File: src/rtl/pcm_voice_pkg.sv
package pcm_voice_pkg;

    localparam int SAMPLE_W   = 8;
    localparam int PERIOD_W   = 12;
    localparam int VOL_W      = 4;
    localparam int FIFO_DEPTH = 256;
    localparam logic [SAMPLE_W-1:0] MIDPOINT = 8'h80;
    localparam logic [VOL_W-1:0]    VOL_MAX  = 4'hF;

    typedef struct packed {
        logic       full;
        logic       empty;
        logic [5:0] pad;
    } voice_status_t;

    typedef struct packed {
        logic [PERIOD_W-1:0] period;
        logic [VOL_W-1:0]    vol;
    } voice_cfg_t;

    // Scale the signed distance from the midpoint by vol/15, truncating toward zero.
    function automatic logic [SAMPLE_W-1:0] scale_sample(
        input logic [SAMPLE_W-1:0] s,
        input logic [VOL_W-1:0]    v
    );
        logic signed [13:0] off;
        logic signed [13:0] gain;
        logic signed [13:0] prod;
        logic signed [13:0] quo;
        logic signed [13:0] res;
        off  = $signed({6'd0, s}) - 14'sd128;
        gain = $signed({10'd0, v});
        prod = off * gain;
        quo  = prod / 14'sd15;
        res  = quo + 14'sd128;
        return res[SAMPLE_W-1:0];
    endfunction

endpackage

File: src/rtl/pcm_fifo.sv
module pcm_fifo #(
    parameter int DEPTH = 256,
    parameter int DW    = 8
) (
    input  logic          clk,
    input  logic          rst,
    input  logic          flush,
    input  logic          push,
    input  logic [DW-1:0] push_data,
    input  logic          pop,
    output logic [DW-1:0] head,
    output logic          empty,
    output logic          full
);
    localparam int AW = (DEPTH > 1) ? $clog2(DEPTH) : 1;
    localparam int CW = $clog2(DEPTH + 1);
    localparam logic [CW-1:0] FULL_LEVEL = CW'(DEPTH);

    logic [DW-1:0] mem [DEPTH];
    logic [AW-1:0] wr_ptr, rd_ptr, wr_nxt, rd_nxt;
    logic [CW-1:0] level;
    logic          do_push, do_pop;

    assign empty   = (level == '0);
    assign full    = (level == FULL_LEVEL);
    assign do_push = push && !full && !flush;
    assign do_pop  = pop && !empty && !flush;
    assign head    = mem[rd_ptr];

    // Pointer advance: free wrap when the depth is a power of two.
    generate
        if ((1 << AW) == DEPTH) begin : g_pow2
            assign wr_nxt = wr_ptr + 1'b1;
            assign rd_nxt = rd_ptr + 1'b1;
        end else begin : g_mod
            assign wr_nxt = (wr_ptr == AW'(DEPTH - 1)) ? '0 : wr_ptr + 1'b1;
            assign rd_nxt = (rd_ptr == AW'(DEPTH - 1)) ? '0 : rd_ptr + 1'b1;
        end
    endgenerate

    always_ff @(posedge clk) begin
        if (do_push) begin
            mem[wr_ptr] <= push_data;
        end
    end

    always_ff @(posedge clk) begin
        if (rst || flush) begin
            wr_ptr <= '0;
            rd_ptr <= '0;
            level  <= '0;
        end else begin
            if (do_push) wr_ptr <= wr_nxt;
            if (do_pop)  rd_ptr <= rd_nxt;
            case ({do_push, do_pop})
                2'b10:   level <= level + 1'b1;
                2'b01:   level <= level - 1'b1;
                default: level <= level;
            endcase
        end
    end

    p_no_overflow_r3: assert property (@(posedge clk) disable iff (rst)
        level <= FULL_LEVEL);

    p_full_push_hold_r3: assert property (@(posedge clk) disable iff (rst)
        (full && push && !pop && !flush) |=> full);

    p_push_leaves_empty_r2: assert property (@(posedge clk) disable iff (rst)
        (push && !flush) |=> !empty);

    p_flush_empties_r9: assert property (@(posedge clk) disable iff (rst)
        flush |=> empty);

endmodule

File: src/rtl/pcm_pacer.sv
module pcm_pacer #(
    parameter int PW = 12
) (
    input  logic          clk,
    input  logic          rst,
    input  logic          run,
    input  logic [PW-1:0] reload_val,
    output logic          tick
);
    logic [PW-1:0] remain;

    assign tick = run && (remain == '0);

    // While idle the counter tracks the pending period; once running it only
    // reloads at a sample boundary.
    always_ff @(posedge clk) begin
        if (rst) begin
            remain <= '0;
        end else if (!run || remain == '0) begin
            remain <= reload_val;
        end else begin
            remain <= remain - 1'b1;
        end
    end

    p_mid_sample_hold_r6: assert property (@(posedge clk) disable iff (rst)
        (run && remain != '0 && !$stable(reload_val)) |=> (remain == $past(remain) - 1'b1) || !run);

endmodule

File: src/rtl/pcm_scaler.sv
module pcm_scaler
    import pcm_voice_pkg::*;
(
    input  logic                active,
    input  logic [SAMPLE_W-1:0] sample,
    input  logic [VOL_W-1:0]    vol,
    output logic [SAMPLE_W-1:0] level
);
    always_comb begin
        if (!active) begin
            level = MIDPOINT;
        end else if (vol == VOL_MAX) begin
            level = sample;
        end else begin
            level = scale_sample(sample, vol);
        end
    end
endmodule

File: src/rtl/pcm_voice.sv
module pcm_voice
    import pcm_voice_pkg::*;
#(
    parameter int DEPTH = FIFO_DEPTH
) (
    input  logic       clk,
    input  logic       rst,
    input  logic       clear_we,
    input  logic       sample_we,
    input  logic       period_lo_we,
    input  logic       period_hi_we,
    input  logic [7:0] wdata,
    output logic [7:0] status,
    output logic [7:0] audio_out
);
    voice_cfg_t          cfg_q;
    voice_status_t       st;
    logic [SAMPLE_W-1:0] head;
    logic                empty, full, pop;

    always_ff @(posedge clk) begin
        if (rst) begin
            cfg_q.period <= '0;
            cfg_q.vol    <= VOL_MAX;
        end else begin
            if (period_lo_we) begin
                cfg_q.period[7:0] <= wdata;
            end
            if (period_hi_we) begin
                cfg_q.period[PERIOD_W-1:8] <= wdata[PERIOD_W-9:0];
                cfg_q.vol                  <= wdata[7:8-VOL_W];
            end
        end
    end

    pcm_fifo #(
        .DEPTH (DEPTH),
        .DW    (SAMPLE_W)
    ) u_store (
        .clk       (clk),
        .rst       (rst),
        .flush     (clear_we),
        .push      (sample_we),
        .push_data (wdata),
        .pop       (pop),
        .head      (head),
        .empty     (empty),
        .full      (full)
    );

    pcm_pacer #(
        .PW (PERIOD_W)
    ) u_pacer (
        .clk        (clk),
        .rst        (rst),
        .run        (!empty),
        .reload_val (cfg_q.period),
        .tick       (pop)
    );

    pcm_scaler u_scale (
        .active (!empty),
        .sample (head),
        .vol    (cfg_q.vol),
        .level  (audio_out)
    );

    assign st     = '{full: full, empty: empty, pad: '0};
    assign status = st;

    p_silent_when_empty_r5: assert property (@(posedge clk) disable iff (rst)
        status[6] |-> (audio_out == MIDPOINT));

    p_pop_nonempty_r4: assert property (@(posedge clk) disable iff (rst)
        pop |-> !status[6]);

    p_vol_zero_mid_r8: assert property (@(posedge clk) disable iff (rst)
        (cfg_q.vol == '0) |-> (audio_out == MIDPOINT));

    p_status_pad_zero_r3: assert property (@(posedge clk) disable iff (rst)
        status[5:0] == 6'd0);

endmodule

File: config.mk
export PLATFORM = sky130hd
export DESIGN_NAME = pcm_voice
export DESIGN_NICKNAME = d
export VERILOG_FILES = /design/src/rtl/pcm_voice_pkg.sv /design/src/rtl/pcm_fifo.sv /design/src/rtl/pcm_pacer.sv /design/src/rtl/pcm_scaler.sv /design/src/rtl/pcm_voice.sv
export SDC_FILE = /design/constraint.sdc
export NUM_CORES = 2
export LEC_CHECK = 0
export BUFFER_PORTS_ARGS = -buffer_cell sky130_fd_sc_hd__buf_2
export CAP_MARGIN = 20
export CORE_MARGIN = 2
export CORE_UTILIZATION = 33
export DETAILED_ROUTE_END_ITERATION = 6
export SLEW_MARGIN = 5
export SYNTH_ARGS = -nofsm -noshare
export SYNTH_HDL_FRONTEND = slang
export SYNTH_SLANG_ARGS = --single-unit
File: constraint.sdc
create_clock -name clk -period 19.73 [get_ports clk]
set_input_delay 3.946 -clock clk [delete_from_list [all_inputs] [get_ports clk]]
set_output_delay 3.946 -clock clk [all_outputs]
set_load 0.01 [all_outputs]
# After elaboration in Yosys (flattened, before gate mapping)
# Memory sizes are Yosys's and may differ from the RTL's. A register that Yosys moved wholly into a read port is not among the register bits.
# Cells that the tools add are included.
[classes]
n_addsub = 7
n_mux = 8
reduce_logical = 13
n_eq_ne = 4
div = 1
multipliers = 1
[op_table]
columns = ["op", "n"]
rows = [
  ["$mux W8", 4],
  ["$pmux W9 S2", 1],
  ["$add A8 B1 Y8 const B", 2],
  ["$div A14 B5 Y14 const B", 1],
  ["$mul A14 B5 Y14", 1],
  ["$logic_not A12 Y1", 1],
  ["$mux W12", 1],
  ["$sub A12 B1 Y12 const B", 1],
  ["$add A9 B1 Y9 const B", 1],
  ["$eq A9 B9 Y1 const B", 1],
  ["$logic_not A9 Y1", 1],
  ["$sub A8 B8 Y9 const B", 1],
  ["$sub A9 B1 Y9 const B", 1],
  ["$add A8 B8 Y8 const B", 1],
  ["$logic_and A1 B1 Y1", 5],
  ["$eq A4 B4 Y1 const B", 1],
  ["$logic_not A1 Y1", 3],
  ["$eq A2 B1 Y1 const B", 1],
  ["$eq A2 B2 Y1 const B", 1],
  ["$logic_or A1 B1 Y1", 2],
  ["$mux W1", 2],
  ["$reduce_bool A2 Y1", 1],
]
[word_totals]
input_bits = 14
reg_bits = 53
ram_bits = 2048
wordCells = 42
mem_count = 1
out_inout_bits = 16
[memory_table]
columns = ["memory", "words", "width", "rd", "rd_ports_with_merged_regs", "write_ports", "line_no", "text"]
rows = [
  ["u_store.mem", 256, 8, 1, 1, 1, "pcm_fifo.sv:19", "logic [DW-1:0] mem [DEPTH];"],
]

# Logic depth before layout (Yosys ltp)
[depth]
ltp_word = 7
depth_mapped = 57
depth_no_buf = 48

# By module
# From an unflattened synthesis, not the netlist that was laid out.
[hier_totals]
cells_unflattened = 4647
hier_area_um2 = 85879.9
[by_module_without_submodules]
columns = ["module", "cells_each", "area_each_um2", "instances"]
rows = [
  ["pcm_fifo", 3962, 80674.9, 1],
  ["pcm_scaler", 541, 3779.9, 1],
  ["pcm_pacer", 82, 777.0, 1],
  ["pcm_voice", 62, 648.1, 1],
]

# Worst setup path before layout
# Ideal clock, no wire load.
[synth_timing]
path_type = "register to output"
from = "register (tool-made name)"
to = "output audio_out[6]"
stages_incl_launch_ff = 54
arrival_ns = 13.841
n_path_buf = 8
setup_slack_ns = 1.943
required_time_ns = 15.784
cell_sequence = "dfxtp_1 buf_6 buf_8 buf_8 buf_4 clkbuf_1 buf_1 buf_1 mux4_2 mux4_2 mux4_2 mux4_2 and2_1 ha_1 fa_1 inv_1 fa_1 inv_1 [... 18 more ...] mux2i_1 ha_1 o221ai_1 o2bb2ai_1 nor2_1 xnor2_1 ha_1 inv_1 or4_4 a21o_1 a311oi_1 o41a_1 ha_1 inv_1 nor2_1 a21oi_1 or3_1 a311oi_1"
[synth_rtl]
columns = ["item", "line_no", "text"]
rows = [
  ["to (decl)", "pcm_voice.sv:14", "output logic [7:0] audio_out"],
]

==> results by group <==
Status
  – Outcome: finished clean

Setup path
  – Crit path DAT: 14.98 ns
  – Required @ worst endpoint: 15.78 ns
  – Max stage delay cell, worst path: sky130_fd_sc_hd__nor4_1
  – Element type at the critical path end: primary output
  – Worst-path fanout max: 53
  – Slowest stage delay, CP: 0.76 ns
  – Cell mode on critical path: sky130_fd_sc_hd__ha_1
  – Type of the worst setup path: reg -> out
  – CP startpoint kind: flip-flop

CTS
  – # H-tree levels: 4
  – Worst-skew pair later-pin latency: 0.86 ns
  – Longest Clk Path Bufs: 3
  – Root buffer cell: sky130_fd_sc_hd__clkbuf_16
  – Reg clk slew, reported paths: 0.06 ns
  – Clock buffer count from CTS: 214
  – Number of clock sinks: 2109
  – TritonCTS clock tree: done

Cells and area
  – Layout overhead on the synthesized area: 13.67%
  – Design area: 0.09684 sq mm
  – Share of layout cells above drive strength 1: 25.19%
  – Net count reported at finish: 4297

Synthesis
  – Commonest cells in the netlist: 2048 x sky130_fd_sc_hd__edfxtp_1, 646 x sky130_fd_sc_hd__mux4_2, 356 x sky130_fd_sc_hd__nor2_1, 132 x sky130_fd_sc_hd__clkbuf_1, 96 x sky130_fd_sc_hd__nand2_1
  – Leading post-synthesis cells by cell area: sky130_fd_sc_hd__edfxtp_1 72%, sky130_fd_sc_hd__mux4_2 17%, sky130_fd_sc_hd__nor2_1 1.6%, sky130_fd_sc_hd__dfxtp_1 1.4%, sky130_fd_sc_hd__ha_1 0.63%
  – Biggest area consumer among synthesized cells: sky130_fd_sc_hd__edfxtp_1
  – Syn Area/Cell: 20.76 sq um
  – Count of flip-flops with a built-in enable after synthesis: 2048
  – Top-count cell post-synth: sky130_fd_sc_hd__edfxtp_1
  – Synth Instances: 4103
  – Yosys warning count: 0
  – Top FF cell, synth: sky130_fd_sc_hd__edfxtp_1
  – Total standard cell area after synthesis: 0.08519 sq mm
  – Number of storage elements in the synthesis netlist: 2109
  – Portion of the post-synthesis area used by sequential elements: 73.62%
  – Synth top area share: 72.19%
  – Share of flip-flops with an asynchronous set or reset: 0%
  – Number of unique standard cell types used by synthesis: 96

Drt
  – Met2 routed wirelength: 100700 microns
  – Top routing layer in use: met5
  – Violation count after the first detailed-routing iteration: 4923
  – Met3 layer wire length in the routed design: 14250 microns
  – Routed wire length per instance: 27.06 microns
  – Post-route antenna net violation count: 0
  – First-pass DRT Iterations: 7
  – DRC violations left: 0
  – Detailed-route via count: 41.80k
  – Routed wire length: 210900 microns
  – Detailed-route wire length on metal 1: 91170 microns
  – Via density per instance: 5.363

Floorplan
  – Die Footprint: 0.2622 sq mm
  – Number of placement rows: 186
  – Die width: 512.1 microns
  – I/O Pins: 30
  – Starting density of the core: 33.19%
  – Y dimension of the die: 512.1 microns
  – Core Box Area: 0.2567 sq mm

Timing
  – Post-layout min period: 18.93 ns
  – Max Clock Freq: 52.83 MHz
  – Count of endpoints failing setup in the final report: 0
  – Worst rel slew slack: 14.16%
  – Slew Limit Fails: 0
  – Final Hold Violating Endpoints: 0
  – Portion of the clock cycle consumed by the worst path in the final layout: 95.94%
  – Transition time of the tightest slew-check pin: 1.288 ns
  – Clock Skew: 0.04613 ns
  – Final worst slack: 0.8014 ns

Global route
  – Number of antenna violations at the first check in global routing: 10
  – GR Util All Layers: 15.72%
  – Pin count of the biggest net entering global routing: 174
  – Via count of the first global-routing pass: 41.58k
  – GRT overflow: 0
  – First-pass GRT wire length: 303300 microns

Pwr
  – Total Power Consumption: 12.56 mW
  – Maximum vdd ir drop: 0.0004669 V
  – Static leakage: 28.91 nW
  – Areal power density over the cells: 129.7 mW/mm^2

Placed design
  – Placed cell areas: 0.08949 sq mm
  – I/O Buffers: 23
  – Dpl hpwl: 126000 microns
  – Pre-CTS WS: 1.099 ns
  – Routability congestion estimate: 0.7902

Min path
  – Hold Path Class: reg -> reg

Job
  – Reported max-cap violation count: 0
per-stage QoR:
step / std cells / hold slack, ns / setup TNS [ns] / util [%]
floorplan: 4108 / 0.4373 / 0 / -
global placement: 7369 / 0.4615 / 0 / 34.86
detailed placement: 7369 / 0.4688 / 0 / 34.86
CTS: 7770 / 0.4833 / 0 / 37.59
global route: 7791 / 0.5010 / -0.04236 / 37.72
finish: 7793 / 0.4807 / 0 / 37.72
cell families after synthesis:
| family | synth area share, % |
|---|---|
| compound gates | 1.904 |
| xor+xnor | 0.6154 |
| fa+ha+maj | 1.078 |
| buf+inv | 1.436 |
| flops | 73.62 |
| mux | 17.84 |
| other cells | 0.004402 |
| simple gates | 3.503 |
layout by cell type, fill, tap and decap left out, types with 14 or more instances in the layout:
cell type,instances
sky130_fd_sc_hd__edfxtp_1,2048
sky130_fd_sc_hd__mux4_2,646
sky130_fd_sc_hd__nor2_1,356
sky130_fd_sc_hd__clkbuf_16,219
sky130_fd_sc_hd__nand2_1,96
sky130_fd_sc_hd__buf_4,75
sky130_fd_sc_hd__dfxtp_1,55
sky130_fd_sc_hd__clkinv_1,55
sky130_fd_sc_hd__inv_1,54
sky130_fd_sc_hd__clkbuf_1,53
sky130_fd_sc_hd__mux2i_1,51
sky130_fd_sc_hd__a21oi_1,49
sky130_fd_sc_hd__ha_1,43
sky130_fd_sc_hd__nand3_1,36
sky130_fd_sc_hd__and2_1,35
sky130_fd_sc_hd__xnor2_1,29
sky130_fd_sc_hd__xor2_1,27
sky130_fd_sc_hd__clkinv_2,27
sky130_fd_sc_hd__nor2b_1,24
sky130_fd_sc_hd__bufinv_16,24
sky130_fd_sc_hd__a211oi_1,23
sky130_fd_sc_hd__nor3_1,21
sky130_fd_sc_hd__fa_1,19
sky130_fd_sc_hd__buf_12,19
sky130_fd_sc_hd__o21ai_0,18
sky130_fd_sc_hd__buf_2,15
sky130_fd_sc_hd__nor4_1,14
sky130_fd_sc_hd__a31oi_1,14
sequential cells by signal, indices dropped and copies added, names as in the netlist, named ones only:
register	count
u_store.wr_ptr	8
cfg_q	16
u_store.mem	2048
u_pacer.remain	12
u_store.rd_ptr	8
u_store.level	9
worst max-delay path: cells and delay by family, from the launching register on:
kind / cells / cell delay (ns)
AOI/OAI and AO/OA: 18 / 4.25
xor gates and xnor gates: 2 / 0.40
adders and majority gates: 7 / 2.27
buffers and inverters: 8 / 1.12
DFF: 1 / 0.38
muxes: 5 / 2.55
and+or+nand+nor: 9 / 3.03
path summary, 6_finish.rpt:
| path | slack (ns) | startpoint | to | cells past startpoint |
|---|---|---|---|---|
| min reg2reg | 0.48 | u_pacer.remain[0] | u_pacer.remain[0] | 1 |
| max reg2reg | 13.82 | u_pacer.remain[0] | u_store.level[8] | 21 |
| min | 0.48 | u_pacer.remain[0] | u_pacer.remain[0] | 1 |
| max | 0.80 | flip-flop | audio_out[6] | 49 |
what timing repair did:
action / 4_1_cts / 5_1_grt
setup endpoints to repair: 0 / 7
hold buffers: 0 / 0
gates resized for setup: 0 / 10
buffers inserted: 0 / 14
layer usage:
metal  GRT usage (%)  vias up
met5               0        -
met4           4.097        2
met3           2.842      268
met2           24.86     1566
met1           22.39    22692
li1                -    17267
area by class of cell:
type / count / area (sq um)
multi-input cells: 1715 / 21300
flip-flops and latches: 2109 / 62740
repair buffers: 126 / 1329
inverters: 55 / 222.7
well taps: 3384 / 4234
clock inverters: 127 / 1331
fillers: 22975 / 159900
diodes: 3 / 7.507
clock buffers: 274 / 5673
power by group:
part	switching, mW	internal, mW
Clock	1.71	2.34
Combinational	2.27	1.32
Sequential	0.00444	4.92
Total	3.98	8.58
Note: power is estimated with default switching activity, not from simulation.
